<file path="config.mk">
export PLATFORM = sky130hd
export DESIGN_NAME = bkpt_match_unit
export DESIGN_NICKNAME = d
export VERILOG_FILES = /design/src/rtl/bkpt_pkg.sv /design/src/rtl/bkpt_slot.sv /design/src/rtl/bkpt_regfile.sv /design/src/rtl/bkpt_match_unit.sv
export SDC_FILE = /design/constraint.sdc
export NUM_CORES = 2
export LEC_CHECK = 0
export BUFFER_PORTS_ARGS = -buffer_cell sky130_fd_sc_hd__clkbuf_2
export CAP_MARGIN = 20
export CORE_MARGIN = 2
export CORE_UTILIZATION = 58
export DETAILED_ROUTE_END_ITERATION = 10
export PLACE_DENSITY = 0.81
export SKIP_LAST_GASP = 1
export SLEW_MARGIN = 30
export SYNTH_ARGS = -nofsm -noshare
export SYNTH_HDL_FRONTEND = slang
export SYNTH_SLANG_ARGS = --single-unit
</file>
<file path="constraint.sdc">
create_clock -name clk -period 6.43 [get_ports clk]
set_input_delay 0.9645 -clock clk [delete_from_list [all_inputs] [get_ports clk]]
set_output_delay 0.9645 -clock clk [all_outputs]
set_load 0.02 [all_outputs]
</file>
<file path="src/rtl/bkpt_pkg.sv">
package bkpt_pkg;

    localparam int NUM_SLOTS = 4;
    localparam int LEN_W     = 4;
    localparam int CTRL_W    = 32;
    localparam int STAT_W    = 16;
    localparam int GD_BIT    = 13;
    localparam int STEP_BIT  = 14;
    localparam int FIELD_LSB = 16;

    localparam logic [CTRL_W-1:0] CTRL_WMASK = 32'hFFFF_2BFF;
    localparam logic [STAT_W-1:0] STAT_MASK  = 16'h600F;

    typedef enum logic [1:0] {
        ACC_FETCH = 2'b00,
        ACC_READ  = 2'b01,
        ACC_WRITE = 2'b10,
        ACC_IO    = 2'b11
    } acc_kind_e;

    typedef enum logic [1:0] {
        WATCH_EXEC = 2'b00,
        WATCH_WR   = 2'b01,
        WATCH_IO   = 2'b10,
        WATCH_RW   = 2'b11
    } watch_cond_e;

    typedef enum logic [2:0] {
        SEL_SLOT0  = 3'd0,
        SEL_SLOT1  = 3'd1,
        SEL_SLOT2  = 3'd2,
        SEL_SLOT3  = 3'd3,
        SEL_STATUS = 3'd4,
        SEL_CTRL   = 3'd5
    } reg_sel_e;

    typedef struct packed {
        logic        armed;
        watch_cond_e cond;
        logic [1:0]  len_code;
    } slot_cfg_t;

    // Length code to byte count; the code order is not monotonic.
    function automatic logic [LEN_W-1:0] len_bytes(input logic [1:0] code);
        logic [LEN_W-1:0] b;
        case (code)
            2'b00:   b = LEN_W'(1);
            2'b01:   b = LEN_W'(2);
            2'b10:   b = LEN_W'(8);
            default: b = LEN_W'(4);
        endcase
        return b;
    endfunction

    function automatic slot_cfg_t slot_cfg(input logic [CTRL_W-1:0] ctrl, input int n);
        slot_cfg_t c;
        c.armed    = ctrl[2*n] | ctrl[2*n+1];
        c.cond     = watch_cond_e'(ctrl[FIELD_LSB + 4*n +: 2]);
        c.len_code = ctrl[FIELD_LSB + 4*n + 2 +: 2];
        return c;
    endfunction

    function automatic logic cond_accepts(input watch_cond_e c, input acc_kind_e k);
        logic ok;
        case (c)
            WATCH_EXEC: ok = (k == ACC_FETCH);
            WATCH_WR:   ok = (k == ACC_WRITE);
            WATCH_IO:   ok = (k == ACC_IO);
            default:    ok = (k == ACC_READ) || (k == ACC_WRITE);
        endcase
        return ok;
    endfunction

endpackage

</file>
<file path="src/rtl/bkpt_slot.sv">
module bkpt_slot
    import bkpt_pkg::*;
#(
    parameter int ADDR_W = 64
) (
    input  slot_cfg_t                cfg,
    input  logic [ADDR_W-1:0]        bp_addr,
    input  logic                     acc_valid,
    input  acc_kind_e                acc_kind,
    input  logic [ADDR_W-1:0]        acc_addr,
    input  logic [LEN_W-1:0]         acc_len,
    output logic                     hit
);
    localparam int EXT_W = ADDR_W + 1;

    logic [LEN_W-1:0]  span;
    logic [LEN_W-1:0]  acc_span;
    logic [ADDR_W-1:0] low_mask;
    logic [ADDR_W-1:0] base;
    logic [EXT_W-1:0]  bp_last;
    logic [EXT_W-1:0]  acc_last;
    logic              overlap;

    always_comb begin
        // Execution watches one byte regardless of the length field.
        span     = (cfg.cond == WATCH_EXEC) ? LEN_W'(1) : len_bytes(cfg.len_code);
        acc_span = (acc_len == '0) ? LEN_W'(1) : acc_len;
        low_mask = ADDR_W'(span) - ADDR_W'(1);
        base     = bp_addr & ~low_mask;
        bp_last  = {1'b0, base} + EXT_W'(span) - EXT_W'(1);
        acc_last = {1'b0, acc_addr} + EXT_W'(acc_span) - EXT_W'(1);
        overlap  = ({1'b0, acc_addr} <= bp_last) && ({1'b0, base} <= acc_last);
        hit      = acc_valid && cfg.armed && cond_accepts(cfg.cond, acc_kind) && overlap;
    end

endmodule

</file>
<file path="src/rtl/bkpt_regfile.sv">
module bkpt_regfile
    import bkpt_pkg::*;
#(
    parameter int ADDR_W = 64
) (
    input  logic                                 clk,
    input  logic                                 rst,
    input  logic                                 reg_req,
    input  logic                                 reg_we,
    input  logic [2:0]                           reg_sel,
    input  logic [ADDR_W-1:0]                    reg_wdata,
    output logic [ADDR_W-1:0]                    reg_rdata,
    input  logic [NUM_SLOTS-1:0]                 slot_hit,
    input  logic                                 step_in,
    output logic [NUM_SLOTS-1:0][ADDR_W-1:0]     bp_addr,
    output logic [CTRL_W-1:0]                    ctrl,
    output logic                                 gd_event
);
    logic [NUM_SLOTS-1:0][ADDR_W-1:0] addr_q;
    logic [CTRL_W-1:0]                ctrl_q;
    logic [STAT_W-1:0]                status_q;
    logic [STAT_W-1:0]                status_d;
    logic                             access_ok;
    logic                             wr_ok;
    logic                             wr_status;
    logic                             wr_ctrl;

    assign gd_event  = reg_req && ctrl_q[GD_BIT];
    assign access_ok = reg_req && !ctrl_q[GD_BIT];
    assign wr_ok     = access_ok && reg_we;
    assign wr_status = wr_ok && (reg_sel == SEL_STATUS);
    assign wr_ctrl   = wr_ok && (reg_sel == SEL_CTRL);

    always_ff @(posedge clk) begin
        if (rst) begin
            addr_q <= '0;
        end else begin
            for (int n = 0; n < NUM_SLOTS; n++) begin
                if (wr_ok && (reg_sel == 3'(n))) begin
                    addr_q[n] <= reg_wdata;
                end
            end
        end
    end

    always_ff @(posedge clk) begin
        if (rst) begin
            ctrl_q <= '0;
        end else if (gd_event) begin
            ctrl_q[GD_BIT] <= 1'b0;
        end else if (wr_ctrl) begin
            ctrl_q <= (ctrl_q & ~CTRL_WMASK) | (reg_wdata[CTRL_W-1:0] & CTRL_WMASK);
        end
    end

    always_comb begin
        status_d = wr_status ? (reg_wdata[STAT_W-1:0] & STAT_MASK) : status_q;
        status_d[NUM_SLOTS-1:0] = status_d[NUM_SLOTS-1:0] | slot_hit;
        if (gd_event) status_d[GD_BIT]   = 1'b1;
        if (step_in)  status_d[STEP_BIT] = 1'b1;
    end

    always_ff @(posedge clk) begin
        if (rst) status_q <= '0;
        else     status_q <= status_d;
    end

    always_comb begin
        reg_rdata = '0;
        if (access_ok) begin
            case (reg_sel)
                SEL_SLOT0, SEL_SLOT1, SEL_SLOT2, SEL_SLOT3:
                    reg_rdata = addr_q[reg_sel[1:0]];
                SEL_STATUS: reg_rdata = ADDR_W'(status_q);
                SEL_CTRL:   reg_rdata = ADDR_W'(ctrl_q);
                default:    reg_rdata = '0;
            endcase
        end
    end

    assign bp_addr = addr_q;
    assign ctrl    = ctrl_q;

    AST_CTRL_HOLD: assert property (@(posedge clk) disable iff (rst)
        !(reg_req && (ctrl_q[GD_BIT] || (reg_we && reg_sel == SEL_CTRL))) |=> $stable(ctrl_q));
    AST_STICKY_HITS: assert property (@(posedge clk) disable iff (rst)
        !wr_status |=> ((status_q[NUM_SLOTS-1:0] & $past(status_q[NUM_SLOTS-1:0])) == $past(status_q[NUM_SLOTS-1:0])));
    AST_HIT_WINS: assert property (@(posedge clk) disable iff (rst)
        (|slot_hit) |=> ((status_q[NUM_SLOTS-1:0] & $past(slot_hit)) == $past(slot_hit)));
    AST_GD_DISARM: assert property (@(posedge clk) disable iff (rst)
        gd_event |=> (!ctrl_q[GD_BIT] && status_q[GD_BIT]));
    AST_STEP_SET: assert property (@(posedge clk) disable iff (rst)
        step_in |=> status_q[STEP_BIT]);

endmodule

</file>
<file path="src/rtl/bkpt_match_unit.sv">
module bkpt_match_unit
    import bkpt_pkg::*;
#(
    parameter int ADDR_W = 64
) (
    input  logic              clk,
    input  logic              rst,
    input  logic              reg_req,
    input  logic              reg_we,
    input  logic [2:0]        reg_sel,
    input  logic [ADDR_W-1:0] reg_wdata,
    output logic [ADDR_W-1:0] reg_rdata,
    input  logic              acc_valid,
    input  logic [1:0]        acc_kind,
    input  logic [ADDR_W-1:0] acc_addr,
    input  logic [3:0]        acc_len,
    input  logic              step_in,
    output logic              trap_o
);
    logic [NUM_SLOTS-1:0][ADDR_W-1:0] bp_addr;
    logic [CTRL_W-1:0]                ctrl;
    logic [NUM_SLOTS-1:0]             slot_hit;
    logic                             gd_event;
    logic                             trap_q;

    bkpt_regfile #(.ADDR_W(ADDR_W)) u_regs (
        .clk       (clk),
        .rst       (rst),
        .reg_req   (reg_req),
        .reg_we    (reg_we),
        .reg_sel   (reg_sel),
        .reg_wdata (reg_wdata),
        .reg_rdata (reg_rdata),
        .slot_hit  (slot_hit),
        .step_in   (step_in),
        .bp_addr   (bp_addr),
        .ctrl      (ctrl),
        .gd_event  (gd_event)
    );

    for (genvar n = 0; n < NUM_SLOTS; n++) begin : g_slot
        bkpt_slot #(.ADDR_W(ADDR_W)) u_slot (
            .cfg       (slot_cfg(ctrl, n)),
            .bp_addr   (bp_addr[n]),
            .acc_valid (acc_valid),
            .acc_kind  (acc_kind_e'(acc_kind)),
            .acc_addr  (acc_addr),
            .acc_len   (acc_len),
            .hit       (slot_hit[n])
        );
    end

    always_ff @(posedge clk) begin
        if (rst) trap_q <= 1'b0;
        else     trap_q <= (|slot_hit) || gd_event;
    end

    assign trap_o = trap_q;

    AST_TRAP_CAUSE: assert property (@(posedge clk) disable iff (rst)
        trap_o |-> $past((|slot_hit) || gd_event));
    AST_TRAP_FOLLOWS: assert property (@(posedge clk) disable iff (rst)
        ((|slot_hit) || gd_event) |=> trap_o);
    AST_IDLE_NO_HIT: assert property (@(posedge clk) disable iff (rst)
        !acc_valid |-> (slot_hit == '0));
    AST_ARMED_ONLY: assert property (@(posedge clk) disable iff (rst)
        (ctrl[7:0] == 8'h00) |-> (slot_hit == '0));

endmodule

</file>
==> out/qor.txt <==
final hold violations = 0
# setup viols final = 5
root buffer cell = clkbuf_16
arrival time of the worst setup path = 7390 ps
initial antenna violation count = 22
NumNets Final = 8186
setup ws final = -437 ps
CTS tree = built
Reg clk slew, reported paths = 80 ps
minimum clock period = 6870 ps
#FFs+latches synth = 291
first-pass GRT wire length = 297 mm
pre-CTS setup slack = -1310 ps
yosys warns = 0
Crit Path Category = register to register
Compound-Gate Fraction of Synth Area = 25.3%
Fmax = 0.146 GHz
CP Capture Type = register
Synth Instances = 5818
synthesized area = 42700 sq um
worst hold path type = register to register
Die X = 275 microns
Top Family by Delay on Critical Path = compound AO/OA/AOI/OAI gates
max cap viols = 0
Post-Synth Adder-Cell Area = 24.8%
post-synthesis simple-gate area fraction = 20.8%
crit-path max cell delay = 510 ps
vias in the first global route = 49933
grt met1 use = 64.1%
Syn-to-layout area delta = 36.6%
# clock sinks = 291
Bufs and invs on worst path = 4
power per cell area = 179 nW/um^2
DR vias/cell = 6.54
FFs w/ async S/R, synth = 0%
relative slew slack = 18.1%
Final Skew = 46.0 ps
dpl hpwl = 161 mm
Slew Viols, Final = 0
CP max stage cell = a2111oi_4
met2 Resource Use GR = 76.0%
Detail Route Antenna Nets = 0
final cycle utilization of the critical path = 107%
Final Power = 0.0104 W
Post-Synth XOR/XNOR Area = 6.08%
EDFF count, synth = 0
gr ovfl total = 0
layout cells sized above 1 = 28.7%
WL/cell = 25.5 microns
worst r2r path cells = 30
syn_area_per_cell = 7.33 sq um
clock buffer depth = 3
port bufs = 207
clock buffer count from CTS = 35
I/O pin count = 208
GR Util met3 = 18.4%
top_reg_cell synth = dfxtp_1
total die area = 75700 sq um
DRT Wirelength = 209 mm
gr busiest metal = met2
WP data required = 6950 ps
status = complete, but fails checks
Max FO, Critical Path = 4
Initial Util = 58.6%
chip height = 275 microns
CP startpoint kind = register
VDD IR-drop max = 0.242 mV
fin cells = 8196
end-of-flow core utilization = 80.0%
static leakage = 30.6 nW
H-tree depth = 2
hold_ws = 463 ps
number of remaining DRC errors = 0
via count = 53639
violated checks = setup timing
routability cong. = 1.16
RSZ-0062 raised after global routing = true
critical path depth in cells = 30
largest net degree at the start of global routing = 79
mux contribution to synthesized area = 3.98%
Core ar. = 72800 sq um
worst skew pair latency = 600 ps
Detailed Routing Iterations Pass 1 = 9
Core Rows = 99
main combinational cell family by area after synthesis = compound AO/OA/AOI/OAI gates
sequential area share after synthesis = 13.7%
Mapped Nets = 6804
hold path depth = 2
Yosys cell types = 78
Worst-Margin Slew = 1220 ps
gr usage total = 51.8%
DRT iter0 DRCs = 6762
placed cells = 8032
[logic make-up (layout without fill, tap and decap cells)]
logic type      Yosys count  after routing
fa+ha+maj               843            843
flops                   291            291
xor+xnor                296            296
buf+inv                 615           2019
simple gates           1947           1947
mux                      88             88
other cells               0             15
compound gates         1738           1738
[report_power, final]
| part | leakage [nW] | switching (W) | internal (W) |
|---|---|---|---|
| Combinational | 27.7 | 0.00345 | 0.00291 |
| Sequential | 2.36 | 0.0000259 | 0.00182 |
| Clock | 0.572 | 0.000938 | 0.00126 |
| Total | 30.6 | 0.00442 | 0.00599 |
[layer usage]
layer | routed length, microns | vias up
met1 | 75200 | 24841
met4 | 18100 | 12
met3 | 32100 | 1167
li1 | - | 23688
met2 | 83500 | 3931
met5 | 68 | -
[worst paths after layout]
path	from	end	slack, ps
worst min-delay path	u_regs.ctrl[11]$_SDFFE_PP0P_	u_regs.ctrl[11]$_SDFFE_PP0P_	460
worst min register to register	u_regs.ctrl[11]$_SDFFE_PP0P_	u_regs.ctrl[11]$_SDFFE_PP0P_	460
worst max-delay path	u_regs.ctrl[24]$_SDFFE_PP0P_	trap_o$_SDFF_PP0_	-440
worst max register to register	u_regs.ctrl[24]$_SDFFE_PP0P_	trap_o$_SDFF_PP0_	-440
[cell usage after synthesis, drive strengths merged, types with 65 or more instances]
cell type    n  area, sq um
nand2      996         3740
ha         838        10500
a21oi      769         3860
inv        434         1630
a21o       343         2570
dfxtp      291         5830
nor2       269         1010
o21ai      235         1180
clkbuf     175          657
xor2       155         1360
nand4      151          945
xnor2      141         1230
nor2b      103          644
nand3       96          480
and2        79          494
mux4        65         1460
nand2b      65          407
[flip-flops by register name, summed over array words and instances, names as in the netlist]
| register | flops |
|---|---|
| u_regs.bp_addr | 256 |
| u_regs.ctrl | 28 |
| u_regs.status_q | 6 |
| trap_o | 1 |
[stage by stage]
step           cell area [sq um]  setup TNS [ps]
3_5_place_dp               53700           -5660
5_1_grt                    58300           -2790
6_report                   58300           -1780
2_1_floorplan              42700               0
4_1_cts                    56600            -673
3_3_place_gp               53700           -5390
[cells in the final DEF (no fill, tap or decap), types with 37 or more instances in the layout]
master | Yosys | final
nor3_1 | 63 | 47
nand2_1 | 996 | 941
buf_4 | 0 | 1276
a21o_1 | 343 | 341
xor2_1 | 155 | 153
nand4_1 | 151 | 151
ha_1 | 838 | 789
a21oi_1 | 767 | 718
nand3_1 | 96 | 85
nor2_1 | 269 | 252
a21oi_2 | 1 | 44
mux4_2 | 65 | 65
o21a_1 | 39 | 38
and2_1 | 78 | 77
o21bai_1 | 47 | 44
nand2_2 | 0 | 37
o211ai_1 | 53 | 53
o21ai_0 | 176 | 150
o21ai_1 | 58 | 57
xnor2_1 | 141 | 135
ha_4 | 0 | 40
nor2b_1 | 103 | 101
clkbuf_2 | 0 | 204
inv_1 | 434 | 413
nand2b_1 | 65 | 65
dfxtp_1 | 291 | 277
[worst register-to-register path, delay by kind of cell, from the launching register on]
kind	cells	cell delay, ps
AOI/OAI and AO/OA	20	4310
and+or+nand+nor	2	580
DFF	1	370
xor gates and xnor gates	1	160
adders and majority gates	3	800
buffers and inverters	4	540
[repair_timing]
action | 4_1_cts | 5_1_grt
pin swaps | 148 | 215
setup endpoints to repair | 5 | 5
cloned | 3 | 0
hold buffers | 0 | 0
gates resized for setup | 265 | 268
buffers inserted | 54 | 43
[layout make-up]
type	instances	area, sq um
multi-input cells	4912	37000
inverters	434	1630
clock buffers	41	908
diodes	15	37.5
flip-flops and latches	291	5860
clock inverters	18	270
repair buffers	1526	11300
fillers	5057	14500
well taps	959	1200
(Power assumes the default switching activity.)
